--- src/rtl/fxq_pkg.sv ---
package fxq_pkg;
  function automatic int fxq_max(input int a, input int b);
    return (a > b) ? a : b;
  endfunction
endpackage

--- src/rtl/fxq_requant.sv ---
module fxq_requant #(
  parameter int IN_I  = 3,
  parameter int IN_F  = 13,
  parameter int OUT_I = 3,
  parameter int OUT_F = 6
) (
  input  logic signed [IN_I+IN_F-1:0]   din,
  output logic signed [OUT_I+OUT_F-1:0] dout
);
  localparam int IN_W  = IN_I + IN_F;
  localparam int OUT_W = OUT_I + OUT_F;
  localparam int SH    = OUT_F - IN_F;
  localparam int AW    = IN_W + SH;

  logic signed [AW-1:0] aligned;

  generate
    if (SH >= 0) begin : g_up
      assign aligned = AW'(din) <<< SH;
    end else begin : g_down
      localparam int DROP = IN_F - OUT_F;
      // dropping low bits of a two's complement value is a floor
      assign aligned = din[IN_W-1:DROP];
    end

    if (AW > OUT_W) begin : g_sat
      logic [AW-OUT_W:0] head;
      assign head = aligned[AW-1:OUT_W-1];
      always_comb begin
        if ((&head) || !(|head))
          dout = aligned[OUT_W-1:0];
        else if (aligned[AW-1])
          dout = {1'b1, {(OUT_W-1){1'b0}}};
        else
          dout = {1'b0, {(OUT_W-1){1'b1}}};
      end
    end else begin : g_ext
      assign dout = OUT_W'(aligned);
    end
  endgenerate
endmodule

--- src/rtl/fxq_mul.sv ---
module fxq_mul #(
  parameter int A_I = 1,
  parameter int A_F = 11,
  parameter int B_I = 2,
  parameter int B_F = 10,
  parameter int O_I = 3,
  parameter int O_F = 12
) (
  input  logic signed [A_I+A_F-1:0] a,
  input  logic signed [B_I+B_F-1:0] b,
  output logic signed [O_I+O_F-1:0] o
);
  localparam int PW = A_I + A_F + B_I + B_F;

  logic signed [PW-1:0] prod;
  assign prod = PW'(a) * PW'(b);

  fxq_requant #(
    .IN_I (A_I + B_I), .IN_F (A_F + B_F),
    .OUT_I(O_I),       .OUT_F(O_F)
  ) u_rq (
    .din (prod),
    .dout(o)
  );
endmodule

--- src/rtl/fxq_add.sv ---
module fxq_add import fxq_pkg::*; #(
  parameter int A_I = 3,
  parameter int A_F = 12,
  parameter int B_I = 3,
  parameter int B_F = 12,
  parameter int O_I = 2,
  parameter int O_F = 12,
  parameter bit SUB = 1'b0
) (
  input  logic signed [A_I+A_F-1:0] a,
  input  logic signed [B_I+B_F-1:0] b,
  output logic signed [O_I+O_F-1:0] o
);
  localparam int C_F = fxq_max(A_F, B_F);
  localparam int C_I = fxq_max(A_I, B_I) + 1;
  localparam int C_W = C_I + C_F;

  logic signed [C_W-1:0] a_c, b_c, r;

  fxq_requant #(.IN_I(A_I), .IN_F(A_F), .OUT_I(C_I), .OUT_F(C_F))
    u_ala (.din(a), .dout(a_c));
  fxq_requant #(.IN_I(B_I), .IN_F(B_F), .OUT_I(C_I), .OUT_F(C_F))
    u_alb (.din(b), .dout(b_c));

  generate
    if (SUB) begin : g_sub
      assign r = a_c - b_c;
    end else begin : g_sum
      assign r = a_c + b_c;
    end
  endgenerate

  fxq_requant #(.IN_I(C_I), .IN_F(C_F), .OUT_I(O_I), .OUT_F(O_F))
    u_out (.din(r), .dout(o));
endmodule

--- src/rtl/fxq_iir1.sv ---
module fxq_iir1 #(
  parameter int IN_I = 1,  parameter int IN_F = 15,
  parameter int CF_I = 2,  parameter int CF_F = 14,
  parameter int X_I  = 1,  parameter int X_F  = 11,
  parameter int B0_I = 2,  parameter int B0_F = 10,
  parameter int B1_I = 2,  parameter int B1_F = 10,
  parameter int A1_I = 1,  parameter int A1_F = 11,
  parameter int P_I  = 3,  parameter int P_F  = 12,
  parameter int S_I  = 3,  parameter int S_F  = 12,
  parameter int Y_I  = 2,  parameter int Y_F  = 12
) (
  input  logic                         clk,
  input  logic                         rst,
  input  logic                         in_valid,
  output logic                         in_ready,
  input  logic signed [IN_I+IN_F-1:0]  in_data,
  input  logic signed [CF_I+CF_F-1:0]  coef_b0,
  input  logic signed [CF_I+CF_F-1:0]  coef_b1,
  input  logic signed [CF_I+CF_F-1:0]  coef_a1,
  output logic                         out_valid,
  input  logic                         out_ready,
  output logic signed [Y_I+Y_F-1:0]    out_data
);
  localparam int X_W  = X_I + X_F;
  localparam int B0_W = B0_I + B0_F;
  localparam int B1_W = B1_I + B1_F;
  localparam int A1_W = A1_I + A1_F;
  localparam int P_W  = P_I + P_F;
  localparam int S_W  = S_I + S_F;
  localparam int Y_W  = Y_I + Y_F;

  // node quantization of the port values
  logic signed [X_W-1:0]  x_q;
  logic signed [B0_W-1:0] b0_q;
  logic signed [B1_W-1:0] b1_q;
  logic signed [A1_W-1:0] a1_q;

  fxq_requant #(.IN_I(IN_I), .IN_F(IN_F), .OUT_I(X_I), .OUT_F(X_F))
    u_qx  (.din(in_data), .dout(x_q));
  fxq_requant #(.IN_I(CF_I), .IN_F(CF_F), .OUT_I(B0_I), .OUT_F(B0_F))
    u_qb0 (.din(coef_b0), .dout(b0_q));
  fxq_requant #(.IN_I(CF_I), .IN_F(CF_F), .OUT_I(B1_I), .OUT_F(B1_F))
    u_qb1 (.din(coef_b1), .dout(b1_q));
  fxq_requant #(.IN_I(CF_I), .IN_F(CF_F), .OUT_I(A1_I), .OUT_F(A1_F))
    u_qa1 (.din(coef_a1), .dout(a1_q));

  // stage 1: feed-forward products
  logic signed [P_W-1:0] p0_w, p1_w;

  fxq_mul #(.A_I(X_I), .A_F(X_F), .B_I(B0_I), .B_F(B0_F), .O_I(P_I), .O_F(P_F))
    u_m0 (.a(x_q), .b(b0_q), .o(p0_w));
  fxq_mul #(.A_I(X_I), .A_F(X_F), .B_I(B1_I), .B_F(B1_F), .O_I(P_I), .O_F(P_F))
    u_m1 (.a(x_q), .b(b1_q), .o(p1_w));

  logic                   s1_v;
  logic signed [P_W-1:0]  p0_r, p1_r;
  logic signed [A1_W-1:0] a1_r;
  logic                   s1_ready, s2_ready, s1_take, s2_take;

  assign s2_ready = !out_valid || out_ready;
  assign s1_ready = !s1_v || s2_ready;
  assign in_ready = s1_ready;
  assign s1_take  = in_valid && s1_ready;
  assign s2_take  = s1_v && s2_ready;

  always_ff @(posedge clk) begin
    if (rst) begin
      s1_v <= 1'b0;
      p0_r <= '0;
      p1_r <= '0;
      a1_r <= '0;
    end else if (s1_ready) begin
      s1_v <= in_valid;
      if (in_valid) begin
        p0_r <= p0_w;
        p1_r <= p1_w;
        a1_r <= a1_q;
      end
    end
  end

  // stage 2: output sum and state update through the feedback path
  logic signed [S_W-1:0] s_r, s_next;
  logic signed [Y_W-1:0] y_next;
  logic signed [P_W-1:0] pfb;

  fxq_add #(.A_I(P_I), .A_F(P_F), .B_I(S_I), .B_F(S_F), .O_I(Y_I), .O_F(Y_F), .SUB(1'b0))
    u_ay (.a(p0_r), .b(s_r), .o(y_next));
  fxq_mul #(.A_I(A1_I), .A_F(A1_F), .B_I(Y_I), .B_F(Y_F), .O_I(P_I), .O_F(P_F))
    u_mfb (.a(a1_r), .b(y_next), .o(pfb));
  fxq_add #(.A_I(P_I), .A_F(P_F), .B_I(P_I), .B_F(P_F), .O_I(S_I), .O_F(S_F), .SUB(1'b1))
    u_as (.a(p1_r), .b(pfb), .o(s_next));

  always_ff @(posedge clk) begin
    if (rst) begin
      out_valid <= 1'b0;
      out_data  <= '0;
      s_r       <= '0;
    end else if (s2_take) begin
      out_valid <= 1'b1;
      out_data  <= y_next;
      s_r       <= s_next;
    end else if (out_ready) begin
      out_valid <= 1'b0;
    end
  end

  // samples held between the two stream edges
  logic [2:0] inflight;
  always_ff @(posedge clk) begin
    if (rst)
      inflight <= '0;
    else
      inflight <= inflight + {2'b00, s1_take} - {2'b00, (out_valid && out_ready)};
  end

  assert_reset_empty_R8: assert property (@(posedge clk)
    rst |=> (!out_valid && s_r == '0 && inflight == '0))
    else $error("reset left pipeline or state non-empty");

  assert_out_hold_R7: assert property (@(posedge clk) disable iff (rst)
    (out_valid && !out_ready) |=> out_valid)
    else $error("output dropped under back-pressure");

  assert_data_hold_R7: assert property (@(posedge clk) disable iff (rst)
    (out_valid && !out_ready) |=> $stable(out_data))
    else $error("output changed under back-pressure");

  assert_state_hold_R7: assert property (@(posedge clk) disable iff (rst)
    !s2_take |=> $stable(s_r))
    else $error("state moved without a sample");

  assert_inflight_R6: assert property (@(posedge clk) disable iff (rst)
    inflight <= 3'd2)
    else $error("more than two samples in flight");

  assert_out_backed_R6: assert property (@(posedge clk) disable iff (rst)
    out_valid |-> (inflight != 3'd0))
    else $error("output with no accepted sample");
endmodule

--- config.mk ---
export PLATFORM = sky130hd
export DESIGN_NAME = fxq_iir1
export DESIGN_NICKNAME = d
export VERILOG_FILES = /design/src/rtl/fxq_pkg.sv /design/src/rtl/fxq_requant.sv /design/src/rtl/fxq_mul.sv /design/src/rtl/fxq_add.sv /design/src/rtl/fxq_iir1.sv
export SDC_FILE = /design/constraint.sdc
export NUM_CORES = 1
export LEC_CHECK = 0
export ABC_AREA = 1
export BUFFER_PORTS_ARGS = -buffer_cell sky130_fd_sc_hd__buf_2
export CORE_AREA = 2 2 264 266
export DETAILED_ROUTE_END_ITERATION = 8
export DIE_AREA = 0 0 266 268
export GPL_TIMING_DRIVEN = 0
export PLACE_DENSITY = 0.6
export SYNTH_ARGS = -nofsm -noshare
export SYNTH_HDL_FRONTEND = slang
export SYNTH_HIERARCHICAL = 1
export SYNTH_SLANG_ARGS = --single-unit
--- constraint.sdc ---
create_clock -name clk -period 10.5 [get_ports clk]
set_clock_uncertainty 0.15 [all_clocks]
set_input_delay 0.525 -clock clk [delete_from_list [all_inputs] [get_ports clk]]
set_output_delay 0.525 -clock clk [all_outputs]
set_load 0.05 [all_outputs]
==> results summary <==
The register clock-pin slew on the reported worst setup and hold paths came out at 0.06 ns. The final core utilization is 39.0%. After global routing the overflow that remains totals 0. The boundary pin count came out at 84. The count of input and output buffers is 31. The hold slack came out at 0.245 ns. The number of diodes added for antenna fixing is 0.

Summed over all nets, the half-perimeter wirelength after detailed placement is 52,800 um. The die area came out at 0.0713 mm2. The overall fraction of global-route tracks in use is 17.9%. The kind of cell adding the most delay to the critical path is adder cells. The final count of pins violating max slew came out at 0. The final routed wire length divided by cell count came out at 13.4 um.

The post-cts hold buffer count is 0. In the layout the commonest cells are nand2_1 (962), inv_1 (920), fa_1 (436). The number of antenna violations at the first check in global routing is 1. The worst-path maximum fanout came out at 10.

The smallest clock period supported by the final layout is computed as 9.86 ns. The worst setup path is captured at a register. STA puts the critical path data arrival time at 9.95 ns. The pin slew with the least headroom to its limit came out at 1.01 ns. The vertical extent of the die is 268 um. Leaving out fill and tap cells, the most frequent cell in the layout is nand2_1. The signed area change from the synthesized netlist to the final layout came out at 6.24%. The starting utilization of the core area is 36.7%.

The row count is 96. The aggregate routed wire length is 59,900 um. The first global-routing pass estimated 104,000 um of wire.

The longest clock path from root to sink contains 2 buffers. The cell area after synthesis is 0.0250 mm2. The total CTS buffers is 9. The final total negative setup slack is 0 ns. The DRC violations left is 0. The number of nets handed over by synthesis was 4,230. The number of gates resized after cts is 0. The total of warnings raised by yosys is 6. The routed layout has 20,000 vias.

The layout cell share with drive strength beyond 1 is 8.65%. The min-delay analysis places its worst path in the category in -> reg. The multi-input logic area is 0.0184 mm2.

The required time of the worst setup path is 10.59 ns. The fill cell instance count of the final layout is 7,293. TritonCTS built the clock tree.

Among all stages on the critical path, the largest delay is contributed by o21ai_0. The count of H-tree levels built during CTS came out at 3. The ratio of routed vias to standard cells is 4.48. The critical path buffer and inverter count is 11. The flop-to-flop setup slack came out at 0.64 ns. The critical path's most frequent cell is nand2_1. The run finished with clean final reports.

The first-pass detailed-route iteration total is 7. For this run, the slowest stage of the critical path takes 0.78 ns. Buffers added to address setup during post-CTS repair amount to 0. By startpoint and endpoint, the worst setup path is classified as reg -> reg. The max-cap check violation count came out at 0. The sequential standard cell area came out at 0.00146 mm2. The number of routed nets with antenna violations came out at 0. Clock latency on the worst-skew pair, taken at its later pin, is 0.35 ns.

The max-slew headroom at the worst pin came out at 32.3%. The core region is 0.0682 mm2. CTS saw 73 sinks. Entering global routing, the biggest net connects 15 pins. The final weighted congestion in routability-driven placement is 0.887. The number of global-route vias before repair came out at 20,400. The final critical path takes up 93.9% of the cycle. Dividing the synthesized area by the synthesized cell count gives 7.08 um2. The cell count after synthesis came out at 3,535. The buffer cell driving the clock tree root is clkbuf_16.

The count of final hold-check violations came out at 0. After the first detailed-routing iteration, the DRC count stood at 1,186. STA classifies the critical path startpoint as a register. Setup repair after global routing left no endpoint under its margin.

The maximum clock frequency came out at 101 MHz. The final setup violation count is 0. The die extent in x came out at 266 um. The final net count is 4,272.
## worst register-to-register path, delay by kind of cell, from the launching register on
family / cells / cell delay [ns]
adder cells (fa/ha/maj): 10 / 4.22
buffers and inverters: 11 / 1.33
AND/OR/NAND/NOR: 26 / 2.44
AO/OA/AOI/OAI: 5 / 1.32
flip-flops: 1 / 0.31
## layout make-up
class / instances / area share (%)
Clock buffer: 9 / 0.847
Clock inverter: 7 / 0.292
Multi-Input combinational cell: 2268 / 69.4
Tap cell: 882 / 4.15
Inverter: 931 / 13.1
Timing Repair Buffer: 31 / 0.584
Sequential cell: 73 / 5.50
Buffer: 263 / 6.11
## routing by layer
| metal | vias to the layer above | wire length (um) | global-route usage [%] |
|---|---|---|---|
| met3 | 50 | 3050 | 1.95 |
| met1 | 9393 | 28700 | 25.5 |
| met4 | 2 | 1270 | 3.70 |
| met5 | - | 12 | 0 |
| li1 | 10100 | - | - |
| met2 | 462 | 26800 | 29.4 |
## flip-flops by register name, summed over array words and instances, names as in the netlist
name / cells
a1_r: 12
out_valid: 1
s_r: 15
s1_v: 1
p0_r: 15
out_data: 14
p1_r: 15
## per-stage QoR
stage                     cell area (um2)  setup slack [ns]  instances
final                               26600             0.642       4464
after global placement              26300             0.633       4448
after detailed placement            26300             0.589       4448
after floorplan                     25000              2.18       3535
after global routing                26600            0.0266       4464
after CTS                           26600             0.569       4464
## final timing paths
| check | to | cells after the start | startpoint |
|---|---|---|---|
| max | s_r[8] | 52 | p0_r[0] |
| min | out_valid | 2 | rst |
| max reg2reg | s_r[8] | 52 | p0_r[0] |
| min reg2reg | out_data[3] | 2 | out_data[3] |
Power is not shown: default switching activity piles up to over one toggle a cycle in this logic, so the estimate is an artifact.
